`src/rtl/irq_pkg.sv`:
```
package irq_pkg;

    typedef enum logic [1:0] {
        MODE_LOW  = 2'b00,
        MODE_FALL = 2'b01,
        MODE_RISE = 2'b10,
        MODE_BOTH = 2'b11
    } det_mode_e;

    // One detection event as seen by a flag cell
    typedef struct packed {
        logic is_edge;   // source latches edges
        logic hit;       // qualifying edge this cycle
        logic active;    // level is asserted (level sources)
    } det_ev_t;

    function automatic det_ev_t ext_detect(det_mode_e m, logic prev, logic cur);
        det_ev_t ev;
        ev.is_edge = (m != MODE_LOW);
        ev.active  = (m == MODE_LOW) && !cur;
        unique case (m)
            MODE_FALL: ev.hit = prev && !cur;
            MODE_RISE: ev.hit = !prev && cur;
            MODE_BOTH: ev.hit = prev ^ cur;
            default:   ev.hit = 1'b0;
        endcase
        return ev;
    endfunction

    function automatic det_ev_t per_detect(logic edge_kind, logic prev, logic cur);
        det_ev_t ev;
        ev.is_edge = edge_kind;
        ev.hit     = edge_kind && cur && !prev;
        ev.active  = !edge_kind && cur;
        return ev;
    endfunction

endpackage

```
`src/rtl/irq_sync.sv`:
```
module irq_sync #(
    parameter int W       = 6,
    parameter bit RST_VAL = 1'b1
) (
    input  logic         clk,
    input  logic         rst,
    input  logic [W-1:0] d,
    output logic [W-1:0] q,
    output logic [W-1:0] q_prev
);
    logic [W-1:0] s1, s2, s3;

    for (genvar i = 0; i < W; i++) begin : g_bit
        always_ff @(posedge clk) begin
            if (rst) begin
                s1[i] <= RST_VAL;
                s2[i] <= RST_VAL;
                s3[i] <= RST_VAL;
            end else begin
                s1[i] <= d[i];
                s2[i] <= s1[i];
                s3[i] <= s2[i];
            end
        end
    end

    assign q      = s2;
    assign q_prev = s3;
endmodule

```
`src/rtl/irq_flag.sv`:
```
module irq_flag
    import irq_pkg::*;
(
    input  logic    clk,
    input  logic    rst,
    input  det_ev_t ev,
    input  logic    clr,
    output logic    flag
);
    always_ff @(posedge clk) begin
        if (rst)
            flag <= 1'b0;
        else if (ev.is_edge)
            flag <= ev.hit | (flag & ~clr);
        else
            flag <= ev.active;
    end


    edge_kept_chk: assert property (@(posedge clk) disable iff (rst)
        (ev.is_edge && ev.hit) |=> flag);


    level_hold_chk: assert property (@(posedge clk) disable iff (rst)
        (!ev.is_edge && ev.active) |=> flag);


    edge_clear_chk: assert property (@(posedge clk) disable iff (rst)
        (ev.is_edge && clr && !ev.hit) |=> !flag);
endmodule

```
`src/rtl/irq_prio.sv`:
```
module irq_prio #(
    parameter int N   = 10,
    parameter int PW  = 4,
    parameter int IDW = (N > 1) ? $clog2(N) : 1
) (
    input  logic [N-1:0]    cand,
    input  logic [N*PW-1:0] prio,
    output logic            req,
    output logic [IDW-1:0]  id,
    output logic [PW-1:0]   lvl
);
    always_comb begin
        lvl = '0;
        id  = '0;
        // strict compare keeps the lower index on ties; 0 never wins
        for (int i = 0; i < N; i++) begin
            if (cand[i] && (prio[i*PW +: PW] > lvl)) begin
                lvl = prio[i*PW +: PW];
                id  = IDW'(i);
            end
        end
        req = (lvl != '0);
    end
endmodule

```
`src/rtl/irq_detect_unit.sv`:
```
module irq_detect_unit
    import irq_pkg::*;
#(
    parameter int              N_EXT    = 6,
    parameter int              N_PER    = 4,
    parameter int              PW       = 4,
    parameter logic [N_PER-1:0] PER_EDGE = 4'b0011,
    parameter int              N_SRC    = N_EXT + N_PER,
    parameter int              IDW      = $clog2(N_SRC)
) (
    input  logic                clk,
    input  logic                rst,
    input  logic [N_EXT-1:0]    ext_pin,
    input  logic [2*N_EXT-1:0]  ext_mode,
    input  logic [N_PER-1:0]    per_line,
    input  logic [N_SRC-1:0]    src_en,
    input  logic [N_SRC-1:0]    src_to_xfer,
    input  logic [PW*N_SRC-1:0] src_prio,
    input  logic                cpu_ack,
    input  logic [IDW-1:0]      cpu_ack_id,
    input  logic [N_SRC-1:0]    xfer_ack,
    output logic [N_SRC-1:0]    flags,
    output logic                cpu_req,
    output logic [IDW-1:0]      cpu_req_id,
    output logic [PW-1:0]       cpu_req_prio,
    output logic [N_SRC-1:0]    xfer_req
);
    logic [N_EXT-1:0] ext_cur, ext_prev;
    logic [N_PER-1:0] per_prev;
    det_ev_t          ev  [N_SRC];
    logic [N_SRC-1:0] clr;
    logic [N_SRC-1:0] cpu_cand;

    irq_sync #(.W(N_EXT), .RST_VAL(1'b1)) u_sync (
        .clk    (clk),
        .rst    (rst),
        .d      (ext_pin),
        .q      (ext_cur),
        .q_prev (ext_prev)
    );

    always_ff @(posedge clk) begin
        if (rst) per_prev <= '0;
        else     per_prev <= per_line;
    end

    for (genvar i = 0; i < N_EXT; i++) begin : g_ext
        assign ev[i] = ext_detect(det_mode_e'(ext_mode[2*i +: 2]),
                                  ext_prev[i], ext_cur[i]);
    end

    for (genvar j = 0; j < N_PER; j++) begin : g_per
        assign ev[N_EXT+j] = per_detect(PER_EDGE[j], per_prev[j], per_line[j]);
    end

    for (genvar i = 0; i < N_SRC; i++) begin : g_src
        assign clr[i] = src_to_xfer[i] ? xfer_ack[i]
                                       : (cpu_ack && (cpu_ack_id == IDW'(i)));
        irq_flag u_flag (
            .clk  (clk),
            .rst  (rst),
            .ev   (ev[i]),
            .clr  (clr[i]),
            .flag (flags[i])
        );
        assign cpu_cand[i] = flags[i] && src_en[i] && !src_to_xfer[i];
        assign xfer_req[i] = flags[i] && src_en[i] &&  src_to_xfer[i];
    end

    irq_prio #(.N(N_SRC), .PW(PW), .IDW(IDW)) u_prio (
        .cand (cpu_cand),
        .prio (src_prio),
        .req  (cpu_req),
        .id   (cpu_req_id),
        .lvl  (cpu_req_prio)
    );


    win_enabled_chk: assert property (@(posedge clk) disable iff (rst)
        cpu_req |-> (src_en[cpu_req_id] && flags[cpu_req_id]));


    win_route_chk: assert property (@(posedge clk) disable iff (rst)
        cpu_req |-> (!src_to_xfer[cpu_req_id] && !xfer_req[cpu_req_id]));


    win_prio_chk: assert property (@(posedge clk) disable iff (rst)
        cpu_req |-> (cpu_req_prio != '0 &&
                     cpu_req_prio == src_prio[cpu_req_id*PW +: PW]));


    reset_clean_chk: assert property (@(posedge clk)
        $past(rst) |-> (flags == '0 && !cpu_req && xfer_req == '0));
endmodule

```
`config.mk`:
```
export PLATFORM = sky130hd
export DESIGN_NAME = irq_detect_unit
export DESIGN_NICKNAME = d
export VERILOG_FILES = /design/src/rtl/irq_pkg.sv /design/src/rtl/irq_sync.sv /design/src/rtl/irq_flag.sv /design/src/rtl/irq_prio.sv /design/src/rtl/irq_detect_unit.sv
export SDC_FILE = /design/constraint.sdc
export NUM_CORES = 1
export LEC_CHECK = 0
export BUFFER_PORTS_ARGS = -buffer_cell sky130_fd_sc_hd__buf_4
export CORE_ASPECT_RATIO = 1.4
export CORE_MARGIN = 4
export CORE_UTILIZATION = 25
export DETAILED_ROUTE_END_ITERATION = 10
export GPL_TIMING_DRIVEN = 0
export PLACE_DENSITY = 0.54
export SYNTH_ARGS = -nofsm -noshare
export SYNTH_HDL_FRONTEND = slang
export SYNTH_SLANG_ARGS = --single-unit
```
`constraint.sdc`:
```
create_clock -name clk -period 29.4 [get_ports clk]
set_input_delay 7.35 -clock clk [delete_from_list [all_inputs] [get_ports clk]]
set_output_delay 7.35 -clock clk [all_outputs]
set_load 0.1 [all_outputs]
```
==> results.md <==
* Status: finished clean
* Area leader, netlist: dfxtp_1
* Overflow after GRT at 0
* Final core occ at 0.3751
* Max VDD drop at 29.34 uV
* RePlAce Congestion at 0.8072
* Max_slew headroom at 0.6002
* Fin Clk Skew at 0.004196 ns
* Number of max-cap violations at 0
* Post-route cell area at 0.005218 mm^2
* Post-synth cell types at 71
* I/O pins at 128
* Peak Freq at 34.83 MHz
* Worst-Skew Late Latency at 0.27 ns
* Die H at 148.6 um
* Via count at 3868
* Post-Layout Cell Count at 791
* Initial DRT Pass Iterations at 6
* #FFs+latches synth at 30
* Worst endpoint data arrival time at 21.36 ns
* Cells after Synth at 457
* Crit share post-route at 0.9764
* H-tree levels at 2
* Most numerous cell on the critical path: ha_1
* Share of cells above drive strength 1 at 0.4224
* Nets at 745
* TritonCTS clock tree: done
* CP peak stage delay at 0.60 ns
* Post-synthesis sequential area ratio at 0.1702
* Hpwl dp at 9657 um
* Final Hold Viols at 0
* Synth top area share at 0.1702
* Initial core utilization at 0.2537
* Multi-input gate area in the final layout at 0.002848 mm^2
* P_leak at 2.458 nW
* Area of the die at 0.01611 mm^2
* Count of final setup violators at 0
* WS Path Type: in -> out
* Synth top area cells: dfxtp_1, ha_1, a21oi_1, inv_1, nand2_1
* Synth async-reset ratio at 0
* Startpoint Class: primary input
* Fin Setup TNS at 0 ns
* Placed cells at 764
* Vias in the first global route at 3918
* Worst slack at placement at -0.8694 ns
* Max-slew violation count at 0
* Slew @ Worst Pin at 0.5998 ns
* Worst r2r dst: g_src[0].u_flag.flag
* Worst Reg-to-Reg Cells at 7
* Hold path cells at 1
* Die width at 108.4 um
* HP Class: reg -> reg
* Post-CTS Hold Fix Bufs at 0
* P&R area growth vs syn at 47.82%
* First-pass GRT wire length at 17940 um
* Overall power at 200.5 uW
* Hold EP: u_sync.q[4]
* Root Buffer: clkbuf_16
* Drc violations at 0
* Crit Path Max Fanout at 8
* CP max-delay cell: or4_4
* CTS buffer count at 5
* R2R Setup Slk at 28.06 ns
* Post-Syn Area at 0.003530 mm^2
* Vias per Instance at 4.890
* Port Buffers at 122
* Register area at 600.6 um^2
* Post-synth EDFFs at 0
* # fillers at 1472
* Clock Tree Buf Depth at 2
* CP endpoint kind: output pin
* PwrDens at 38.43 mW/mm^2
* Hold_sp: u_sync.s1[4]
* Worst r2r src: u_sync.q[0]
* Largest net degree at the start of global routing at 11
* Total length of routed wires at 11540 um
* Clk sinks at 30
* Setup slack after layout at 0.6925 ns
* Syn Area/Cell at 7.723 um^2
* Placed cell area at 0.004677 mm^2
* Initial antenna violation count at 0
* Core area at 0.01391 mm^2
* Worst EP required at 22.05 ns
* Syn_nets at 597
* Antenna fix cells at 0
* Final ANT Viol Nets at 0
* Wire per inst at 14.59 um
* Rows at 51
* DRT iter0 DRCs at 57
* Gr usage total at 0.1357
* Warning count from the yosys run at 0
* Post-layout min period at 28.71 ns
* Reg clk slew, reported paths at 0.05 ns
* Worst hold slack at 0.4071 ns
* Synth Flop Type: dfxtp_1
## flip-flops by register name, summed over array words and instances (netlist names)
| signal | cells |
|---|---|
| g_src.u_flag.flag | 10 |
| per_prev | 2 |
| u_sync.q | 6 |
| u_sync.q_prev | 6 |
| u_sync.s1 | 6 |
## metal layers
layer / wire length, um / GRT usage / vias up
met5: 0 / 0 / -
met4: 157 / 0.02969 / 0
met3: 692 / 0.02692 / 17
met2: 6269 / 0.2630 / 110
met1: 4423 / 0.1487 / 1814
li1: - / - / 1927
## logic make-up after synthesis
kind of cell    count (synthesis)  share of synthesized area
simple gates                  170                     0.2591
fa+ha+maj                      42                     0.1485
mux                            20                    0.06771
flops                          30                     0.1702
compound gates                124                     0.2570
buf+inv                        67                    0.08756
xor+xnor                        4                   0.009927
## worst max-delay path: cells and delay by family
kind                     cells  cell delay, ns
AO/OA/AOI/OAI               27            4.63
adder cells (fa/ha/maj)     10            2.71
buffers and inverters        9            1.16
multiplexers                 8            2.13
AND/OR/NAND/NOR             19            3.34
## cells in the final DEF (no fill, tap or decap), types with 5 or more instances in the layout
master,netlist,final
a21oi_2,1,6
nor2_1,29,27
nor3_1,8,6
a21o_1,5,5
nor2b_1,7,6
nand3_1,6,6
a211oi_2,3,6
nand2_1,43,41
and3_1,12,12
o21ai_0,20,11
and2_1,6,5
nor3b_1,8,8
a21oi_1,38,32
a211oi_1,11,8
nand2b_1,9,9
or2_2,21,21
o21ai_2,0,6
dfxtp_1,30,30
mux2i_1,10,6
clkbuf_1,5,6
ha_1,41,39
inv_1,48,48
clkbuf_16,0,5
mux2_2,5,5
buf_4,11,150
## how the worst max path moves through the flow
stage / cells past startpoint / slack [ns] / start / to
6_report: 73 / 0.69 / src_en[0] / cpu_req
3_3_place_gp: 74 / -0.62 / src_to_xfer[0] / cpu_req
2_1_floorplan: 73 / -0.36 / src_en[0] / cpu_req_id[1]
4_1_cts: 70 / 0.002 / src_to_xfer[0] / cpu_req
5_1_grt: 75 / -0.13 / src_en[0] / cpu_req
3_5_place_dp: 74 / -0.87 / src_to_xfer[0] / cpu_req
## synthesized netlist by cell type (all sizes together) (8+ instances only)
cell	number
mux2i	11
dfxtp	30
nor2b	8
mux2	9
a21oi	41
nand2	43
or2	22
inv	48
nor2	29
nand2b	9
buf	14
and3	12
nor3	8
a211oi	14
o21ai	21
ha	41
nor3b	8
## cell type report
| cell class | instances | share of cell area |
|---|---|---|
| clock inverter | 1 | 0.005755 |
| clock buffer | 7 | 0.02542 |
| buffer | 18 | 0.02398 |
| multi-input combinational | 361 | 0.5458 |
| tap | 185 | 0.04436 |
| inverter | 48 | 0.03453 |
| sequential | 30 | 0.1151 |
| timing repair buffer | 141 | 0.2050 |
## repair_timing
action | in CTS | in global routing
pin swaps | 1 | 20
resized for setup | 14 | 43
buffers inserted | 3 | 16
gates cloned | 0 | 1
setup endpoints to repair | 9 | 9
## power by group
| part | internal, mW | switching, mW | total (mW) | leakage [nW] |
|---|---|---|---|---|
| combinational | 0.0376 | 0.0605 | 0.0980 | 2.13 |
| clock | 0.0400 | 0.0178 | 0.0577 | 0.0781 |
| sequential | 0.0429 | 0.00180 | 0.0447 | 0.249 |
| total | 0.120 | 0.0800 | 0.201 | 2.46 |
No activity file was read; power rests on OpenSTA's default activity.
